**src/rtl/decim_pkg.sv**
```systemverilog
package decim_pkg;

    localparam int BUS_W       = 16;
    localparam int ADDR_W      = 2;
    localparam int NUM_REGS    = 1 << ADDR_W;
    localparam int FACTOR_W    = 10;
    localparam int MAX_STAGES  = 5;
    localparam int STG_W       = $clog2(MAX_STAGES + 1);
    localparam int FIR_W       = 8;
    localparam int BYP_BIT     = STG_W;

    localparam logic [FACTOR_W-1:0] RST_FACTOR = FACTOR_W'(4);
    localparam logic [STG_W-1:0]    RST_STAGES = STG_W'(MAX_STAGES);

    typedef enum logic [ADDR_W-1:0] {
        REG_FACTOR = 2'd0,
        REG_COMB   = 2'd1,
        REG_TAPS   = 2'd2,
        REG_RATE   = 2'd3
    } reg_addr_e;

    typedef struct packed {
        logic [FACTOR_W-1:0] factor;
        logic [STG_W-1:0]    stages;
        logic                bypass;
        logic [FIR_W-1:0]    taps;
        logic [FIR_W-1:0]    rate;
    } cfg_t;

    localparam cfg_t CFG_RESET = '{
        factor: RST_FACTOR,
        stages: RST_STAGES,
        bypass: 1'b0,
        taps:   '0,
        rate:   '0
    };

    function automatic logic [FACTOR_W-1:0] eff_factor(input logic [FACTOR_W-1:0] f);
        return (f == '0) ? FACTOR_W'(1) : f;
    endfunction

    function automatic logic [STG_W-1:0] clamp_stages(input logic [STG_W-1:0] v);
        return (v > STG_W'(MAX_STAGES)) ? STG_W'(MAX_STAGES) : v;
    endfunction

endpackage

```
**src/rtl/decim_cfg_regs.sv**
```systemverilog
module decim_cfg_regs
    import decim_pkg::*;
#(
    parameter int P_BUS_W  = BUS_W,
    parameter int P_ADDR_W = ADDR_W
) (
    input  logic                clk,
    input  logic                rst,
    input  logic                wr_i,
    input  logic                cs_i,
    input  logic [P_ADDR_W-1:0] addr_i,
    input  logic [P_BUS_W-1:0]  data_i,
    output cfg_t                cfg_o
);

    localparam int P_NREGS = 1 << P_ADDR_W;

    logic [P_NREGS-1:0] sel;
    cfg_t               cfg_q;

    for (genvar a = 0; a < P_NREGS; a++) begin : g_sel
        assign sel[a] = wr_i && cs_i && (addr_i == P_ADDR_W'(a));
    end

    always_ff @(posedge clk) begin
        if (rst) begin
            cfg_q <= CFG_RESET;
        end else begin
            if (sel[REG_FACTOR]) cfg_q.factor <= data_i[FACTOR_W-1:0];
            if (sel[REG_COMB]) begin
                cfg_q.stages <= clamp_stages(data_i[STG_W-1:0]);
                cfg_q.bypass <= data_i[BYP_BIT];
            end
            if (sel[REG_TAPS])   cfg_q.taps   <= data_i[FIR_W-1:0];
            if (sel[REG_RATE])   cfg_q.rate   <= data_i[FIR_W-1:0];
        end
    end

    assign cfg_o = cfg_q;

endmodule

```
**src/rtl/decim_divider.sv**
```systemverilog
module decim_divider
    import decim_pkg::*;
#(
    parameter int P_FACTOR_W = FACTOR_W
) (
    input  logic                  clk,
    input  logic                  rst,
    input  logic                  start_i,
    input  logic [P_FACTOR_W-1:0] factor_i,
    output logic                  tick_o,
    output logic                  run_o,
    output logic [P_FACTOR_W-1:0] act_o
);

    logic                  run_q;
    logic [P_FACTOR_W-1:0] cnt_q;
    logic [P_FACTOR_W-1:0] act_q;
    logic [P_FACTOR_W-1:0] next_act;
    logic                  wrap;

    assign next_act = (factor_i == '0) ? P_FACTOR_W'(1) : factor_i;
    assign wrap     = run_q && (cnt_q == act_q - P_FACTOR_W'(1));

    always_ff @(posedge clk) begin
        if (rst) begin
            run_q <= 1'b0;
            cnt_q <= '0;
            act_q <= P_FACTOR_W'(1);
        end else begin
            if (start_i) run_q <= 1'b1;
            if (!run_q || wrap) begin
                cnt_q <= '0;
                act_q <= next_act;
            end else begin
                cnt_q <= cnt_q + P_FACTOR_W'(1);
            end
        end
    end

    assign tick_o = wrap;
    assign run_o  = run_q;
    assign act_o  = act_q;

endmodule

```
**src/rtl/decim_comb_enable.sv**
```systemverilog
module decim_comb_enable
    import decim_pkg::*;
#(
    parameter int P_STAGES = MAX_STAGES,
    parameter int P_STG_W  = STG_W
) (
    input  logic [P_STG_W-1:0]  stages_i,
    input  logic                bypass_i,
    output logic [P_STAGES-1:0] en_o
);

    for (genvar k = 0; k < P_STAGES; k++) begin : g_stage
        assign en_o[k] = !bypass_i && (stages_i > P_STG_W'(k));
    end

endmodule

```
**src/rtl/decim_rate_ctrl.sv**
```systemverilog
module decim_rate_ctrl
    import decim_pkg::*;
(
    input  logic                  clk,
    input  logic                  rst,
    input  logic                  start_i,
    input  logic                  bus_wr_i,
    input  logic                  bus_cs_i,
    input  logic [ADDR_W-1:0]     bus_addr_i,
    input  logic [BUS_W-1:0]      bus_data_i,
    output logic                  dec_tick_o,
    output logic [FACTOR_W-1:0]   dec_factor_o,
    output logic [STG_W-1:0]      comb_stages_o,
    output logic                  comb_bypass_o,
    output logic [MAX_STAGES-1:0] comb_en_o,
    output logic [FIR_W-1:0]      fir_taps_o,
    output logic [FIR_W-1:0]      fir_rate_o
);

    cfg_t                cfg;
    logic                run;
    logic [FACTOR_W-1:0] act_factor;

    decim_cfg_regs #(
        .P_BUS_W  (BUS_W),
        .P_ADDR_W (ADDR_W)
    ) u_regs (
        .clk    (clk),
        .rst    (rst),
        .wr_i   (bus_wr_i),
        .cs_i   (bus_cs_i),
        .addr_i (bus_addr_i),
        .data_i (bus_data_i),
        .cfg_o  (cfg)
    );

    decim_divider #(
        .P_FACTOR_W (FACTOR_W)
    ) u_div (
        .clk      (clk),
        .rst      (rst),
        .start_i  (start_i),
        .factor_i (cfg.factor),
        .tick_o   (dec_tick_o),
        .run_o    (run),
        .act_o    (act_factor)
    );

    decim_comb_enable #(
        .P_STAGES (MAX_STAGES),
        .P_STG_W  (STG_W)
    ) u_comb (
        .stages_i (cfg.stages),
        .bypass_i (cfg.bypass),
        .en_o     (comb_en_o)
    );

    assign dec_factor_o  = cfg.factor;
    assign comb_stages_o = cfg.stages;
    assign comb_bypass_o = cfg.bypass;
    assign fir_taps_o    = cfg.taps;
    assign fir_rate_o    = cfg.rate;

endmodule

```
**config.mk**
```make
export PLATFORM = sky130hd
export DESIGN_NAME = decim_rate_ctrl
export DESIGN_NICKNAME = d
export VERILOG_FILES = /design/src/rtl/decim_pkg.sv /design/src/rtl/decim_cfg_regs.sv /design/src/rtl/decim_divider.sv /design/src/rtl/decim_comb_enable.sv /design/src/rtl/decim_rate_ctrl.sv
export SDC_FILE = /design/constraint.sdc
export NUM_CORES = 1
export LEC_CHECK = 0
export BUFFER_PORTS_ARGS = -buffer_cell sky130_fd_sc_hd__buf_2
export CORE_ASPECT_RATIO = 0.75
export CORE_MARGIN = 1.5
export CORE_UTILIZATION = 35
export DETAILED_ROUTE_END_ITERATION = 8
export PLACE_DENSITY = 0.67
export SYNTH_ARGS = -nofsm -noshare
export SYNTH_HDL_FRONTEND = slang
export SYNTH_SLANG_ARGS = --single-unit
export TNS_END_PERCENT = 20
```
**constraint.sdc**
```tcl
create_clock -name clk -period 2 [get_ports clk]
set_input_delay 0.3 -clock clk [delete_from_list [all_inputs] [get_ports clk]]
set_output_delay 0.3 -clock clk [all_outputs]
set_load 0.005 [all_outputs]
```
### Yosys cells after proc, flatten, opt, wreduce, memory -nomap -nowiden

Index checks and enable logic that the tools add are counted.
W data, S select, Z words.

* add/sub/neg operators: 2
* mux-type cells: 2
* reductions and logical operators: 17
* magnitude comparators: 6
* equality and inequality tests: 4

Operators with widths (count)
* $logic_and A1 B1 Y1: 11
* $add A10 B1 Y10 const B: 1
* $eq A10 B10 Y1: 1
* $logic_not A10 Y1: 1
* $mux W10: 1
* $sub A10 B1 Y10 const B: 1
* $gt A3 B1 Y1 const B: 2
* $gt A3 B2 Y1 const B: 2
* $gt A3 B3 Y1 const B: 2
* $eq A2 B2 Y1 const B: 2
* $mux W3: 1
* $eq A2 B1 Y1 const B: 1
* $logic_not A1 Y1: 2
* $logic_not A2 Y1: 1
* $reduce_or A2 Y1: 1
* $logic_or A1 B1 Y1: 1

* register bits: 51
* output and inout bits: 36
* bits of input ports: 23
* logic and storage cells: 39

### Depth between registers and ports, before layout

* depth after elaboration: 5
* gate-level depth with buffers: 10
* gate-level depth less buffers: 8

### By module

Synthesis repeated with hierarchy kept, for this count alone.

* cell total of the unflattened synthesis: 321
* area total of the unflattened synthesis: 2877.8 um2

By module, submodules not included
* decim_divider: area an instance 1572.8 um2, instances 1, seq. area each 420.4 um2, cells an instance 197
* decim_cfg_regs: area an instance 1258.7 um2, instances 1, seq. area each 600.6 um2, cells an instance 116
* decim_comb_enable: area an instance 46.3 um2, instances 1, seq. area each 0.0 um2, cells an instance 8

### Worst setup path after synthesis

OpenSTA, ideal clock, no wires.

* path type: reg2reg
* start: register u_div.act_q[3] (netlist: u_div.act_o[3])
* end: register u_div.act_q[0] (netlist: u_div.act_o[0])
* buffers on the path: 2
* required time: 1.874 ns
* stages on the path, launching flop included: 9
* arrival: 2.008 ns
* setup time: 0.126 ns
* setup slack: -0.135 ns
* period minus slack after synthesis: 2.135 ns
* cells stage by stage: dfxtp_1 clkbuf_2 nor4_4 nand2_1 xnor2_1 or4_4 o21a_1 buf_6 mux2i_1

* word-level cells in the longest chain between the ends: 4

Ends and longest elaborated chain
* from (decl): RTL line decim_divider.sv:17 `logic [P_FACTOR_W-1:0] act_q;`
* from (signal assigned): RTL line decim_divider.sv:33 `act_q <= next_act;`
* $sub A10 B1 Y10: RTL line decim_divider.sv:22 `assign wrap = run_q && (cnt_q == act_q - P_FACTOR_W'(1));`
* $eq A10 B10 Y1: RTL line decim_divider.sv:22
* $logic_and A1 B1 Y1: RTL line decim_divider.sv:22
* $logic_or A1 B1 Y1: RTL line decim_divider.sv:31 `if (!run_q || wrap) begin`

No other way between the ends.
A chain may end at the register's enable or synchronous reset.

### Worst setup path after layout

* start: register u_div.act_q[1] (netlist: u_div.act_o[1])
* end: output dec_tick_o

* word-level cells in the longest chain between the ends: 3

Ends and longest elaborated chain
* $sub A10 B1 Y10: RTL line decim_divider.sv:22
* $eq A10 B10 Y1: RTL line decim_divider.sv:22
* $logic_and A1 B1 Y1: RTL line decim_divider.sv:22
* to (decl): RTL line decim_rate_ctrl.sv:11 `output logic dec_tick_o,`

No other way between the ends.

==> impl.org <==
** Timing
- Setup violations remaining at the end of the flow were counted as 21.
- For the pin with the worst max-slew slack, the measured transition is 480 ps.
- Setup slack on the critical path of the routed design comes to -323 ps.
- In this run the tightest slew margin relative to its limit is 0.680.
- Final hold analysis gives a worst-case slack of 213 ps.
- Final-report hold violation count :: 0
- Final worst path period share :: 1.16
- In the final timing run, aggregate negative setup slack is -3560 ps.
- Maximum clock skew at final layout :: 12.7 ps
- Setup repair after global routing could not meet its margin everywhere.
- Count of final max-slew check failures :: 0
- For this run, the top clock speed supported by timing is 431 MHz.
- Final critical delay including setup and external delays :: 2320 ps

** Die
- Die W :: 100 um
- Floorplan die area :: 7610 um2
- Initial cell density of the core :: 0.363
- Die height :: 75.9 um
- The initialized floorplan defines 26 standard-cell rows.
- After floorplanning, the core was sized to cover 6830 um2.
- Number of top-level design ports :: 59

** Synthesis
- Asr flop ratio synth :: 0
- Syn_nets :: 333
- The share of the synthesized area in compound gates (AO/OA/AOI/OAI) is 0.130.
- Most instantiated flip-flop cell in the synthesis netlist :: dfxtp_1
- Post-synthesis cell area :: 2480 um2
- Post-synthesis mux area share :: 0.0444
- Of the total synthesized cell area, the portion taken by full adders, half adders and majority gates is 0.0101.
- Main area contributors after synthesis :: dfxtp_1 41%, nand2_1 9.7%, a21oi_1 6.9%, xnor2_1 4.9%, nand2b_1 4.5%
- Of the total synthesized cell area, the portion taken by XOR and XNOR cells is 0.0777.
- After synthesis, the largest family of logic cells by area is simple AND/OR/NAND/NOR gates.
- nand2_1 is the most common cell in the netlist.
- For this run, the register share of the synthesized area comes to 0.411.
- Counting flops and latches in the post-synthesis netlist gives 51.
- Count of warnings emitted by yosys :: 0
- Avg Synthesized Cell Area :: 8.06 um2
- The share of synthesized area in the top cell type comes to 0.411.
- EDFF count, synth :: 0
- After synthesis, the netlist uses 44 different library cells.
- The cell count after synthesis came out at 308.
- Summed over all instances, the cell type with the most area after synthesis is dfxtp_1.
- After synthesis, the most frequently instantiated cells are 64 x nand2_1, 51 x dfxtp_1, 34 x a21oi_1.
- Simple-gate portion of the synthesized area :: 0.282

** Routing
- Routed wire length :: 6510 um
- Starting DRC count in detailed routing :: 89
- Detail-routed via count per cell :: 5.01
- The first TritonRoute pass finished after 4 iterations.
- Remaining antenna violation count :: 0
- Across all layers, the routed design uses 2363 vias.
- Dividing the detail-routed wire length by the instance count gives 13.8 um.
- Number of DRC violations after detailed routing :: 0

** Clock tree
- CTS root buffer :: clkbuf_8
- Count of H-tree levels built during CTS :: 2
- CTS tree :: built
- Clock latency on the worst-skew pair :: 320 ps
- Max clock buf depth :: 2
- CTS clock-pin slew for the worst setup and hold paths :: 110 ps
- TritonCTS created 5 clock buffers.
- CTS saw 51 sinks.
- In this run, post-CTS hold repair placed 0 buffers.

** Finish
- Finished layout cell area :: 3260 um2
- Area added between synthesis and finish :: 31.2%
- The finished layout holds 472 standard cells, fillers aside.
- The final layout contains 412 nets.
- The number of antenna diodes in the final layout is 0.
- Of the cells placed in the final design, the portion with a size suffix greater than 1 is 0.302.

** Global route
- Wire length of the first global-routing pass :: 10700 um
- Vias in the first global route :: 2202
- Overflow left after global routing :: 0
- Entering global routing, the biggest net connects 35 pins.
- For this run, the total global-route usage over all layers was measured as 0.177.
- Initial antenna violation count :: 0

** Worst setup path
- CP Max Fanout :: 4
- CP Class :: reg -> out
- Data arrives at the worst endpoint at 2020 ps.
- Required time of the worst setup path :: 1700 ps
- Crit start category :: flop
- The worst setup path is captured at an output port.
- Depth of the worst register-to-register path :: 12

** Placed design
- Routability-driven placement finished with a final weighted congestion of 0.865.
- In this run the tool buffered the top-level ports with 52 buffer cells.
- Placement Setup Slack :: -207 ps
- Once placement completed, the tool counted placed cells totaling 458.
- Detailed placement ended at an HPWL of 4830 um.
- After detailed placement, the total cell area comes to 3030 um2.

** Pwr
- Psw :: 0.611 mW
- In this run the power density over the cells is 656 nW/um2.
- Internal power :: 1.53 mW
- The share of total power dissipated in the clock network is 0.307.
- Of the total power, combinational logic draws 0.195.
- The share of total power dissipated in sequential elements is 0.498.
- Across the VDD grid, the largest voltage drop is 0.307 mV.
- Of the total power, the share spent switching nets is 0.286.
- The analysis attributes to cell leakage a power of 1.34 nW.

** Status
- Violated checks :: setup timing
- Run status :: finished with violations

** Job
- Total of max-cap violations :: 0

** Hold path
- The worst hold path was traced through 3 stages.
- Kind of path behind the tightest hold check :: in -> reg
[worst max-delay path, cell delays in order, from the launching register on]
cell	delay [ps]
dfxtp_2	360
inv_2	50
ha_4	170
buf_6	120
o22a_2	200
o22ai_2	130
o211ai_1	130
nor4_1	260
and3_1	180
buf_2	110
[registers in the layout (all words and copies together), names as in the netlist]
signal        cells
u_regs.cfg_o     30
u_div.act_o      10
u_div.cnt_q      10
u_div.run_o       1
[final timing paths]
kind	startpoint	to	slack, ps
worst max-delay path	u_div.act_o[1]	dec_tick_o	-320
worst min-delay path	bus_data_i[9]	u_regs.cfg_o[29]	210
worst max register to register	u_div.act_o[1]	u_div.cnt_q[4]	-190
worst min register to register	u_regs.cfg_o[7]	u_regs.cfg_o[7]	460
[power by group through the flow]
stage | Combinational (mW) | Sequential, mW | Clock (mW)
after global placement | 0.339 | 1.08 | 0
final | 0.417 | 1.06 | 0.656
after floorplan | 0.206 | 1.08 | 0
after global routing | 0.452 | 1.07 | 0.716
after detailed placement | 0.345 | 1.08 | 0
after CTS | 0.382 | 1.06 | 0.684
[cell type report]
type | count | area [um2]
Timing Repair Buffer | 90 | 593
Fill cell | 665 | 3580
Sequential cell | 51 | 1030
Clock buffer | 5 | 68.8
Inverter | 6 | 22.5
Tap cell | 84 | 105
Clock inverter | 3 | 28.8
Multi-Input combinational cell | 233 | 1410
[per-layer routing]
metal,GRT usage,wire length (um)
met5,0,0
met4,0.0521,90
met3,0.0378,298
met2,0.259,2860
met1,0.258,3260
[timing repair]
item / 4_1_cts / 5_1_grt
setup buffers: 4 / 2
endpoints found under the setup margin: 21 / 21
resized for setup: 12 / 11
pin swaps: 9 / 7
[per-stage QoR]
step           total power [mW]   util
2_1_floorplan              1.29      -
3_3_place_gp               1.42  0.443
3_5_place_dp               1.43  0.443
4_1_cts                    2.13  0.469
5_1_grt                    2.24  0.477
6_report                   2.14  0.477
[logic make-up after synthesis]
logic type | after synthesis
and+or+nand+nor | 144
buffers and inverters | 24
muxes | 11
adders and majority gates | 2
AOI/OAI and AO/OA | 54
xor gates and xnor gates | 22
DFF | 51
[cells in the final DEF, fill, tap and decap left out, types with 2 or more instances in the layout]
| cell type | synthesis | layout |
|---|---|---|
| inv_1 | 6 | 4 |
| mux2i_1 | 11 | 11 |
| xnor2_1 | 14 | 13 |
| dfxtp_1 | 51 | 47 |
| buf_2 | 2 | 52 |
| clkbuf_8 | 0 | 5 |
| a21oi_1 | 34 | 34 |
| nand2b_1 | 18 | 18 |
| o211ai_1 | 2 | 2 |
| inv_2 | 0 | 2 |
| o21a_1 | 2 | 2 |
| and3_1 | 5 | 5 |
| buf_6 | 2 | 6 |
| nor3b_1 | 2 | 2 |
| nor2_1 | 18 | 18 |
| nor3_1 | 13 | 11 |
| nand3_1 | 8 | 8 |
| buf_4 | 0 | 30 |
| xor2_1 | 8 | 8 |
| inv_6 | 0 | 2 |
| nor2b_1 | 2 | 2 |
| buf_12 | 0 | 2 |
| a31oi_1 | 2 | 2 |
| nand3b_1 | 3 | 3 |
| dfxtp_2 | 0 | 3 |
| nor4_1 | 3 | 3 |
| nand2_1 | 64 | 63 |
Note: power is estimated with default switching activity, not from simulation.
